===== src/rtl/uart_tx_pkg.sv =====
// Shared types for the UART frame transmitter.
// Assumes: the format word is packed as {order, parity[1:0], length, stop}.
package uart_tx_pkg;

    typedef struct packed {
        logic       lsb_first;
        logic [1:0] par_mode;
        logic       len_full;
        logic       stop_two;
    } txcfg_t;

    localparam int CFG_W = $bits(txcfg_t);

    localparam logic [1:0] PAR_NONE = 2'b00;
    localparam logic [1:0] PAR_ZERO = 2'b01;
    localparam logic [1:0] PAR_ODD  = 2'b10;
    localparam logic [1:0] PAR_EVEN = 2'b11;

    localparam txcfg_t CFG_RESET = '{lsb_first: 1'b1, par_mode: PAR_NONE,
                                     len_full: 1'b1, stop_two: 1'b0};

    typedef enum logic [2:0] {
        ST_IDLE,
        ST_START,
        ST_DATA,
        ST_PAR,
        ST_STOP
    } txst_t;

endpackage


===== src/rtl/uart_tx_cfg.sv =====
// Format register with write lock.
// Holds the frame format. A write is taken only while the block is powered
// down, or while both directions are disabled.
// Assumes: the lock inputs are synchronous to clk.
module uart_tx_cfg
    import uart_tx_pkg::*;
(
    input  logic             clk,
    input  logic             rst_n,
    input  logic             pwr_on,
    input  logic             tx_en,
    input  logic             rx_en,
    input  logic             we,
    input  logic [CFG_W-1:0] wdata,
    output txcfg_t           cfg
);

    logic unlocked;

    // Purpose: decide whether the register may change this cycle.
    always_comb begin
        unlocked = !pwr_on || (!tx_en && !rx_en);
    end

    // Purpose: hold the format; load it on a permitted write.
    always_ff @(posedge clk) begin
        if (!rst_n) begin
            cfg <= CFG_RESET;
        end else if (we && unlocked) begin
            cfg <= txcfg_t'(wdata);
        end
    end

    // with the lock closed, the register must not move.
    a_r8_cfg_locked: assert property (@(posedge clk) disable iff (!rst_n)
        (pwr_on && (tx_en || rx_en)) |=> $stable(cfg));

endmodule


===== src/rtl/uart_tx_bitclk.sv =====
// Bit timer.
// Counts baud ticks while a frame is active and flags the tick that ends
// the current bit.
// Assumes: baud_tick is a one-cycle enable; the count restarts when run is low.
module uart_tx_bitclk #(
    parameter int OVS = 16
) (
    input  logic clk,
    input  logic rst_n,
    input  logic run,
    input  logic tick,
    output logic bit_end
);

    localparam int CW = (OVS > 1) ? $clog2(OVS) : 1;
    localparam logic [CW-1:0] LAST = CW'(OVS - 1);

    logic [CW-1:0] cnt;

    // Purpose: flag the last tick of a bit period.
    always_comb begin
        bit_end = run && tick && (cnt == LAST);
    end

    // Purpose: step the tick count within the current bit.
    always_ff @(posedge clk) begin
        if (!rst_n || !run) begin
            cnt <= '0;
        end else if (tick) begin
            cnt <= (cnt == LAST) ? '0 : cnt + 1'b1;
        end
    end

endmodule


===== src/rtl/uart_tx_frame.sv =====
// Frame sequencer and shifter.
// Latches a character and its format on load. It then walks through the
// start, data, parity and stop phases, advancing one phase on each bit_end.
// Assumes: load only arrives while idle; bit_end only while busy.
module uart_tx_frame
    import uart_tx_pkg::*;
#(
    parameter int DW = 8
) (
    input  logic          clk,
    input  logic          rst_n,
    input  logic          load,
    input  logic [DW-1:0] load_data,
    input  txcfg_t        cfg,
    input  logic          bit_end,
    input  logic          tick,
    output logic          busy,
    output logic          txd
);

    localparam int IW = $clog2(DW + 1);

    txst_t         st;
    logic [DW-1:0] sh;
    logic [IW-1:0] left;
    logic          par_q;
    logic          par_en_q;
    logic          stop_more;

    logic [DW-1:0] rev_full;
    logic [DW-1:0] rev_short;
    logic [DW-1:0] mask;
    logic [DW-1:0] ordered;
    logic [IW-1:0] nbits;
    logic          xsum;
    logic          par_bit;

    // Reverse the character for MSB-first sending, at both lengths.
    for (genvar i = 0; i < DW; i++) begin : g_ord
        assign rev_full[i] = load_data[DW-1-i];
        if (i < DW - 1) begin : g_s
            assign rev_short[i] = load_data[DW-2-i];
        end else begin : g_z
            assign rev_short[i] = 1'b0;
        end
    end

    // Purpose: prepare shift contents, bit count and parity for a load.
    always_comb begin
        mask    = cfg.len_full ? {DW{1'b1}} : {1'b0, {(DW-1){1'b1}}};
        nbits   = cfg.len_full ? IW'(DW) : IW'(DW - 1);
        ordered = cfg.lsb_first ? (load_data & mask)
                                : (cfg.len_full ? rev_full : rev_short);
        xsum    = ^(load_data & mask);
        case (cfg.par_mode)
            PAR_ODD:  par_bit = ~xsum;
            PAR_EVEN: par_bit = xsum;
            default:  par_bit = 1'b0;
        endcase
    end

    // Purpose: sequence the frame phases and shift out the data bits.
    always_ff @(posedge clk) begin
        if (!rst_n) begin
            st        <= ST_IDLE;
            sh        <= '0;
            left      <= '0;
            par_q     <= 1'b0;
            par_en_q  <= 1'b0;
            stop_more <= 1'b0;
        end else begin
            case (st)
                ST_IDLE: if (load) begin
                    st        <= ST_START;
                    sh        <= ordered;
                    left      <= nbits;
                    par_q     <= par_bit;
                    par_en_q  <= (cfg.par_mode != PAR_NONE);
                    stop_more <= cfg.stop_two;
                end
                ST_START: if (bit_end) st <= ST_DATA;
                ST_DATA: if (bit_end) begin
                    sh   <= sh >> 1;
                    left <= left - 1'b1;
                    if (left == IW'(1)) st <= par_en_q ? ST_PAR : ST_STOP;
                end
                ST_PAR: if (bit_end) st <= ST_STOP;
                ST_STOP: if (bit_end) begin
                    if (stop_more) stop_more <= 1'b0;
                    else           st        <= ST_IDLE;
                end
                default: st <= ST_IDLE;
            endcase
        end
    end

    // Purpose: drive the line level for the current phase.
    always_comb begin
        case (st)
            ST_START: txd = 1'b0;
            ST_DATA:  txd = sh[0];
            ST_PAR:   txd = par_q;
            default:  txd = 1'b1;
        endcase
        busy = (st != ST_IDLE);
    end

    // without a baud tick, the phase and the shifter hold.
    a_r7_hold_between_ticks: assert property (@(posedge clk) disable iff (!rst_n)
        (st != ST_IDLE && !tick) |=> ($stable(st) && $stable(sh)));

    // with parity off, the last data bit leads straight to the stop bits.
    a_r5_skip_parity: assert property (@(posedge clk) disable iff (!rst_n)
        (st == ST_DATA && bit_end && left == IW'(1) && !par_en_q) |=> (st == ST_STOP));

endmodule


===== src/rtl/uart_frame_tx.sv =====
// UART frame transmitter top.
// Ties the format register, bit timer and frame sequencer together, and
// decides when a character can be taken.
// Assumes: baud_tick comes from an external rate generator, 16 per bit.
module uart_frame_tx
    import uart_tx_pkg::*;
#(
    parameter int DATA_W = 8,
    parameter int OVS    = 16
) (
    input  logic              clk,
    input  logic              rst_n,
    input  logic              baud_tick,
    input  logic              pwr_on,
    input  logic              tx_enable,
    input  logic              rx_enable,
    input  logic              cfg_we,
    input  logic [CFG_W-1:0]  cfg_wdata,
    input  logic              in_valid,
    output logic              in_ready,
    input  logic [DATA_W-1:0] in_data,
    output logic              txd
);

    txcfg_t cfg;
    logic   busy;
    logic   bit_end;
    logic   accept;

    uart_tx_cfg u_cfg (
        .clk   (clk),
        .rst_n (rst_n),
        .pwr_on(pwr_on),
        .tx_en (tx_enable),
        .rx_en (rx_enable),
        .we    (cfg_we),
        .wdata (cfg_wdata),
        .cfg   (cfg)
    );

    uart_tx_bitclk #(.OVS(OVS)) u_bitclk (
        .clk    (clk),
        .rst_n  (rst_n),
        .run    (busy),
        .tick   (baud_tick),
        .bit_end(bit_end)
    );

    uart_tx_frame #(.DW(DATA_W)) u_frame (
        .clk      (clk),
        .rst_n    (rst_n),
        .load     (accept),
        .load_data(in_data),
        .cfg      (cfg),
        .bit_end  (bit_end),
        .tick     (baud_tick),
        .busy     (busy),
        .txd      (txd)
    );

    // Purpose: offer ready only when idle, powered and transmit-enabled.
    always_comb begin
        in_ready = !busy && pwr_on && tx_enable;
        accept   = in_valid && in_ready;
    end

    // a taken character puts the start bit on the line next cycle.
    a_r9_accept_starts: assert property (@(posedge clk) disable iff (!rst_n)
        (in_valid && in_ready) |=> !txd);

    // whenever ready is offered, the line is idle high.
    a_r1_ready_line_high: assert property (@(posedge clk) disable iff (!rst_n)
        in_ready |-> txd);

    // a frame finishes on a high stop bit and leaves the line high.
    a_r6_ends_high: assert property (@(posedge clk) disable iff (!rst_n)
        $fell(busy) |-> ($past(txd) && txd));

endmodule


===== config.mk =====
export PLATFORM = sky130hd
export DESIGN_NAME = uart_frame_tx
export DESIGN_NICKNAME = d
export VERILOG_FILES = /design/src/rtl/uart_tx_pkg.sv /design/src/rtl/uart_tx_cfg.sv /design/src/rtl/uart_tx_bitclk.sv /design/src/rtl/uart_tx_frame.sv /design/src/rtl/uart_frame_tx.sv
export SDC_FILE = /design/constraint.sdc
export NUM_CORES = 1
export LEC_CHECK = 0
export BUFFER_PORTS_ARGS = -buffer_cell sky130_fd_sc_hd__buf_2
export CAP_MARGIN = 40
export CORE_ASPECT_RATIO = 1.2
export CORE_UTILIZATION = 24
export DETAILED_ROUTE_END_ITERATION = 6
export PLACE_DENSITY = 0.43
export SLEW_MARGIN = 15
export SYNTH_ARGS = -nofsm -noshare
export SYNTH_HDL_FRONTEND = slang
export SYNTH_SLANG_ARGS = --single-unit

===== constraint.sdc =====
create_clock -name clk -period 2.3 [get_ports clk]
set_input_delay 0.115 -clock clk [delete_from_list [all_inputs] [get_ports clk]]
set_output_delay 0.115 -clock clk [all_outputs]
set_load 0.02 [all_outputs]

Word level (Yosys, flattened, before mapping)

Cells that the tools add are included.

Bits in registers: 27
Input port bits: 21
Output and inout bits: 2
Logic and storage cells: 79

Add/sub/neg operators: 2
Equality and inequality tests: 15
Muxes and demuxes: 25
Bitwise operators: 2
Reductions and logical operators: 24

Operator list:

| operator                                             | count |
|---|---|
| two-way mux 8 bit                                    | 5 |
| two-way mux 3 bit                                    | 8 |
| two-way mux 4 bit                                    | 4 |
| one-hot mux 8 bit (2 select lines)                   | 1 |
| one-hot mux 3 bit (5 select lines)                   | 1 |
| != test 2 bit (second input constant)                | 6 |
| AND 8 bit                                            | 1 |
| one-hot mux 4 bit (2 select lines)                   | 1 |
| parity 8 bit                                         | 1 |
| logical AND 1 bit                                    | 7 |
| AND reduction 7 bit                                  | 1 |
| equality test 3 x 2 -> 1 bit (second input constant) | 2 |
| AND reduction 3 bit                                  | 2 |
| nonzero test 2 bit                                   | 3 |
| zero test 1 bit                                      | 5 |
| adder 4 x 1 -> 4 bit (second input constant)         | 1 |
| equality test 2 bit (second input constant)          | 2 |
| equality test 4 x 1 -> 1 bit (second input constant) | 1 |
| equality test 4 bit (second input constant)          | 1 |
| one-hot mux 1 bit (2 select lines)                   | 2 |
| subtractor 4 x 1 -> 4 bit (second input constant)    | 1 |
| equality test 3 x 1 -> 1 bit (second input constant) | 1 |
| equality test 3 bit (second input constant)          | 1 |
| zero test 3 bit                                      | 1 |
| other kinds (7)                                      | 9 |

Longest topological paths before layout

Word-level depth: 7
Gate-level depth with buffers: 6
Depth with buffers taken out: 6

By module

Synthesis repeated with hierarchy kept, for this count alone.

Cell total of the unflattened synthesis: 193
Area total of the unflattened synthesis: 1632.8 µm²

Modules (own cells, without submodules):

| module         | times used | cells each | area an instance (µm²) | seq. area each (µm²) |
|---|---|---|---|---|
| uart_tx_frame  | 1          | 147        | 1209.9                 | 360.3 |
| uart_tx_cfg    | 1          | 24         | 217.7                  | 100.1 |
| uart_tx_bitclk | 1          | 20         | 185.2                  | 80.1 |
| uart_frame_tx  | 1          | 2          | 20.0                   | 0.0 |

Least setup slack after synthesis

OpenSTA, ideal clock, no wires.

Kind: reg2reg
From: reg u_bitclk.cnt[0]
To: reg u_frame.left[0]
Library setup time: 122 ps
Arrival: 1403 ps
Data required time: 2178 ps
Slack: 775 ps
Stages on the path, launching flop included: 6
Buffers on the path: 1
Period minus slack after synthesis: 1525 ps
Path through: dfxtp_1 ha_1 and4_1 clkbuf_1 a22oi_2 o311a_1

Longest elaborated chain between the ends: 4

Ends and longest elaborated chain:

| item                                 | RTL line             | text |
|---|---|---|
| from (decl)                          | uart_tx_bitclk.sv:18 | `logic [CW-1:0] cnt;` |
| from (signal assigned)               | uart_tx_bitclk.sv:30 | `cnt <= (cnt == LAST) ? '0 : cnt + 1'b1;` |
| equality test 4 bit                  | uart_tx_bitclk.sv:22 | `bit_end = run && tick && (cnt == LAST);` |
| logical AND 1 bit                    | uart_tx_bitclk.sv:22 |  |
| != test 2 bit (no source line)       | n/a                  |  |
| AND reduction 3 bit (no source line) | n/a                  |  |
| to (signal assigned)                 | uart_tx_frame.sv:76  | `left <= nbits;` |
| to (signal assigned)                 | uart_tx_frame.sv:84  | `left <= left - 1'b1;` |
| to (decl)                            | uart_tx_frame.sv:25  | `logic [IW-1:0] left;` |

Every way passes these cells.
A chain may end at the register's enable or synchronous reset.

Final worst setup path

From: reg u_frame.st[1]
To: reg u_frame.left[2]

Longest elaborated chain between the ends: 7
Elaborated cells between the ends (all ways): 14
Those cells by class: eq/ne: 3; mux: 1; reduce/logical: 10

Ends and longest elaborated chain:

| item                                 | RTL line             | text |
|---|---|---|
| from (decl)                          | uart_tx_frame.sv:23  | `txst_t st;` |
| from (signal assigned)               | uart_tx_frame.sv:85  | `if (left == IW'(1)) st <= par_en_q ? ST_PAR : ST_STOP;` |
| nonzero test 3 bit                   | uart_tx_frame.sv:105 | `busy = (st != ST_IDLE);` |
| zero test 1 bit                      | uart_frame_tx.sv:63  | `in_ready = !busy && pwr_on && tx_enable;` |
| logical AND 1 bit (2 in series)      | uart_frame_tx.sv:63  |  |
| logical AND 1 bit                    | uart_frame_tx.sv:64  | `accept = in_valid && in_ready;` |
| != test 2 bit (no source line)       | n/a                  |  |
| AND reduction 3 bit (no source line) | n/a                  |  |

Several ways; a longest one is shown, not always the timed one.

==> reports/results.ini <==
[sta]
period_share = 0.8077
slew_violations = 0
rsz0062_at_grt = false
final.min_clock_period_ns = 1.858
setup_tns_ns = 0
setup_viol = 0
skew_ns = 0.005338
hold_viol_final = 0
max_slew.worst_pin.slew_ns = 0.7573
clock.fmax_mhz = 538.3
relSlewSlack = 0.4898

[clocking]
cts_resized = 0
hold_buffers = 0
clkTransAtPathRegs_ns = 0.10
clock_sinks = 27
cts_setup_buffers = 0
clock_path_buffers = 2
clock-root-buffer = clkbuf_8
cts_tree = done
numCtsBuffers = 3
h-tree-depth = 1
worstSkewPairLatency_ns = 0.27

[routing]
routed_wl_mm = 3.707
final_antenna_net_count = 0
vias = 1388
first_pass_iters = 4
drc = 0
drt_iter0_drc = 46
vias_per_cell = 4.737
routedWlPerCell_um = 12.65

[placed_design]
dpl.hpwl_mm = 2.812
dp_cells = 289
numPortBuffers = 22
gp_congestion = 0.7669

[synth]
postSynthAreaPerCell_um2 = 8.622
async_reset_ff_frac = 0
synth-edff-count = 0
synth_seq_cells = 27
synthCells = 192
syn_area_um2 = 1655
synth_top_flop_cell = dfxtp_1
synth_nets = 216
yosysWarnings = 0
synthDistinctLibCells = 52
yosysSeqAreaShare = 0.3265

[setup_path]
crit_path_start = u_frame.st[1]
worst_setup_path_start_kind = flop
end_kind = flop
critical_path.max_fanout = 15
critPathKind = reg2reg
required_ns = 2.51
r2r-start = u_frame.st[1]
crit_arrival_ns = 2.07

[cells_and_area]
nets = 233
antenna_cells = 0
fin_cells = 293
drive_gt1_frac = 0.1875
areaGrowthSynthToFinish_pct = 10.73

[grt]
grt_pass1_vias = 1276
grt_start_max_net_pins = 25
antenna_found_initial = 0
overflow = 0
grt_pass1_wl_mm = 6.106
grt_use_total = 0.1056

[floorplan]
start_util = 0.2536
die-height_um = 92.98
core_area_um2 = 6526
ios = 23
row_count = 32
dieArea_um2 = 7235
die_w_um = 77.82

[worst_hold_path]
hp-start = cfg_wdata[4]
hold_path.class = in2reg

[power_and_ir_drop]
powerDensity_nw_per_um2 = 510.6
p_sw_frac = 0.2717
power.internal_uw = 681.6
switchingPower_uw = 254.3
p_seq_frac = 0.541
peakVddDrop_mv = 0.2180
combPwrFrac = 0.164
pwr-share-clk = 0.295
p_leak_uw = 0.0007061

[run_status]
outcome = finished, final reports clean

[flow_run]
drv_cap = 0

## state kept, by name (all words and copies together), names as in the netlist
register,flops
u_frame.par_en_q,1
u_frame.st,3
u_cfg.cfg,5
u_frame.sh,8
u_frame.par_q,1
u_frame.left,4
u_frame.stop_more,1
u_bitclk.cnt,4
## path summary, 6_finish.rpt
path | to | slack (ns) | cells past startpoint
worst max-delay path | u_frame.left[2] | 0.44 | 4
worst min-delay path | u_cfg.cfg[4] | 0.07 | 3
worst max register to register | u_frame.left[2] | 0.44 | 4
worst min register to register | u_frame.sh[3] | 0.45 | 2
## Yosys cell counts (2+ instances only)
| cell type | instances | area (um^2) |
|---|---|---|
| mux2i_1 | 8 | 80.08 |
| ha_1 | 3 | 37.54 |
| nor3b_1 | 2 | 15.01 |
| nand3_1 | 11 | 55.05 |
| and3_1 | 2 | 12.51 |
| dfxtp_1 | 27 | 540.5 |
| xnor2_1 | 5 | 43.79 |
| o2111ai_1 | 2 | 17.52 |
| a21oi_2 | 4 | 35.03 |
| buf_4 | 2 | 15.01 |
| clkbuf_1 | 4 | 15.01 |
| a21boi_1 | 4 | 30.03 |
| o211ai_1 | 7 | 52.55 |
| or3_1 | 2 | 12.51 |
| and2_1 | 4 | 25.02 |
| nor3_1 | 4 | 20.02 |
| o21a_1 | 2 | 15.01 |
| nor2_1 | 11 | 41.29 |
| xor2_1 | 2 | 17.52 |
| o211a_1 | 2 | 20.02 |
| o21ai_0 | 15 | 75.07 |
| a21oi_1 | 6 | 30.03 |
| nor2b_1 | 3 | 18.77 |
| nand2_1 | 23 | 86.33 |
| a21boi_0 | 3 | 22.52 |
| o21ai_2 | 4 | 35.03 |
| nand4_1 | 2 | 12.51 |
| inv_1 | 3 | 11.26 |
| buf_6 | 2 | 22.52 |
## power by group through the flow
stage	registers, uW	clock network, uW	logic (uW)
2_1_floorplan	504	0	121
6_report	506	276	153
3_3_place_gp	518	0	157
3_5_place_dp	518	0	157
5_1_grt	510	308	171
4_1_cts	506	283	157
## final cells by class
type	count	area (um^2)
Sequential cell	27	540.5
Timing Repair Buffer	23	117.6
Fill cell	703	4693
Multi-Input combinational cell	151	1012
Inverter	3	11.26
Tap cell	85	106.4
Clock buffer	4	45.04
## worst max-delay path: stages, from the launching register on
cell and delay, ns:
dfxtp_1 0.57, or3b_1 0.45, o22ai_4 0.44, o21ai_0 0.18
a21boi_1 0.15
## cell families after synthesis
group                      after synthesis  share of synthesized area
DFF                                     27                     0.3265
AOI/OAI and AO/OA                       60                     0.2646
xor gates and xnor gates                 8                    0.05064
muxes                                    9                    0.05518
and+or+nand+nor                         71                     0.2184
adders and majority gates                3                    0.02268
buffers and inverters                   14                    0.06197
## metal layers
metal / track usage / up-vias / wire, um
met5: 0 / - / 0
li1: - / 732 / -
met2: 0.1718 / 17 / 1701
met4: 0.03774 / 0 / 44
met3: 0.01659 / 6 / 88
met1: 0.1402 / 633 / 1873
## placed cells by master, fill, tap and decap left out, types with 2 or more instances in the layout
cell type and n:
a21boi_0 3, a21boi_1 4, a21oi_1 6, a21oi_2 4
and2_1 4, and3_1 2, buf_2 22, clkbuf_8 3
dfxtp_1 27, ha_1 3, inv_1 3, mux2i_1 8
nand2_1 23, nand3_1 11, nand4_1 2, nor2_1 11
nor2b_1 3, nor3_1 4, nor3b_1 2, o2111ai_1 2
o211a_1 2, o211ai_1 7, o21a_1 2, o21ai_0 15
o21ai_2 4, or3_1 2, xnor2_1 5, xor2_1 2
## through the flow
stage	hold WS [ns]	setup slack [ns]	cell area [um^2]	total power [uW]	util
after CTS	0.06947	0.4611	1833	946.5	0.2809
after detailed placement	0.3570	0.4703	1788	674.3	0.2740
final	0.06557	0.4423	1833	936.0	0.2809
after floorplan	0.2611	0.7752	1655	625.4	-
after global placement	0.3644	0.4594	1788	675.2	0.2740
after global routing	0.07971	0.3049	1833	989.5	0.2809
(Power assumes the default switching activity.)
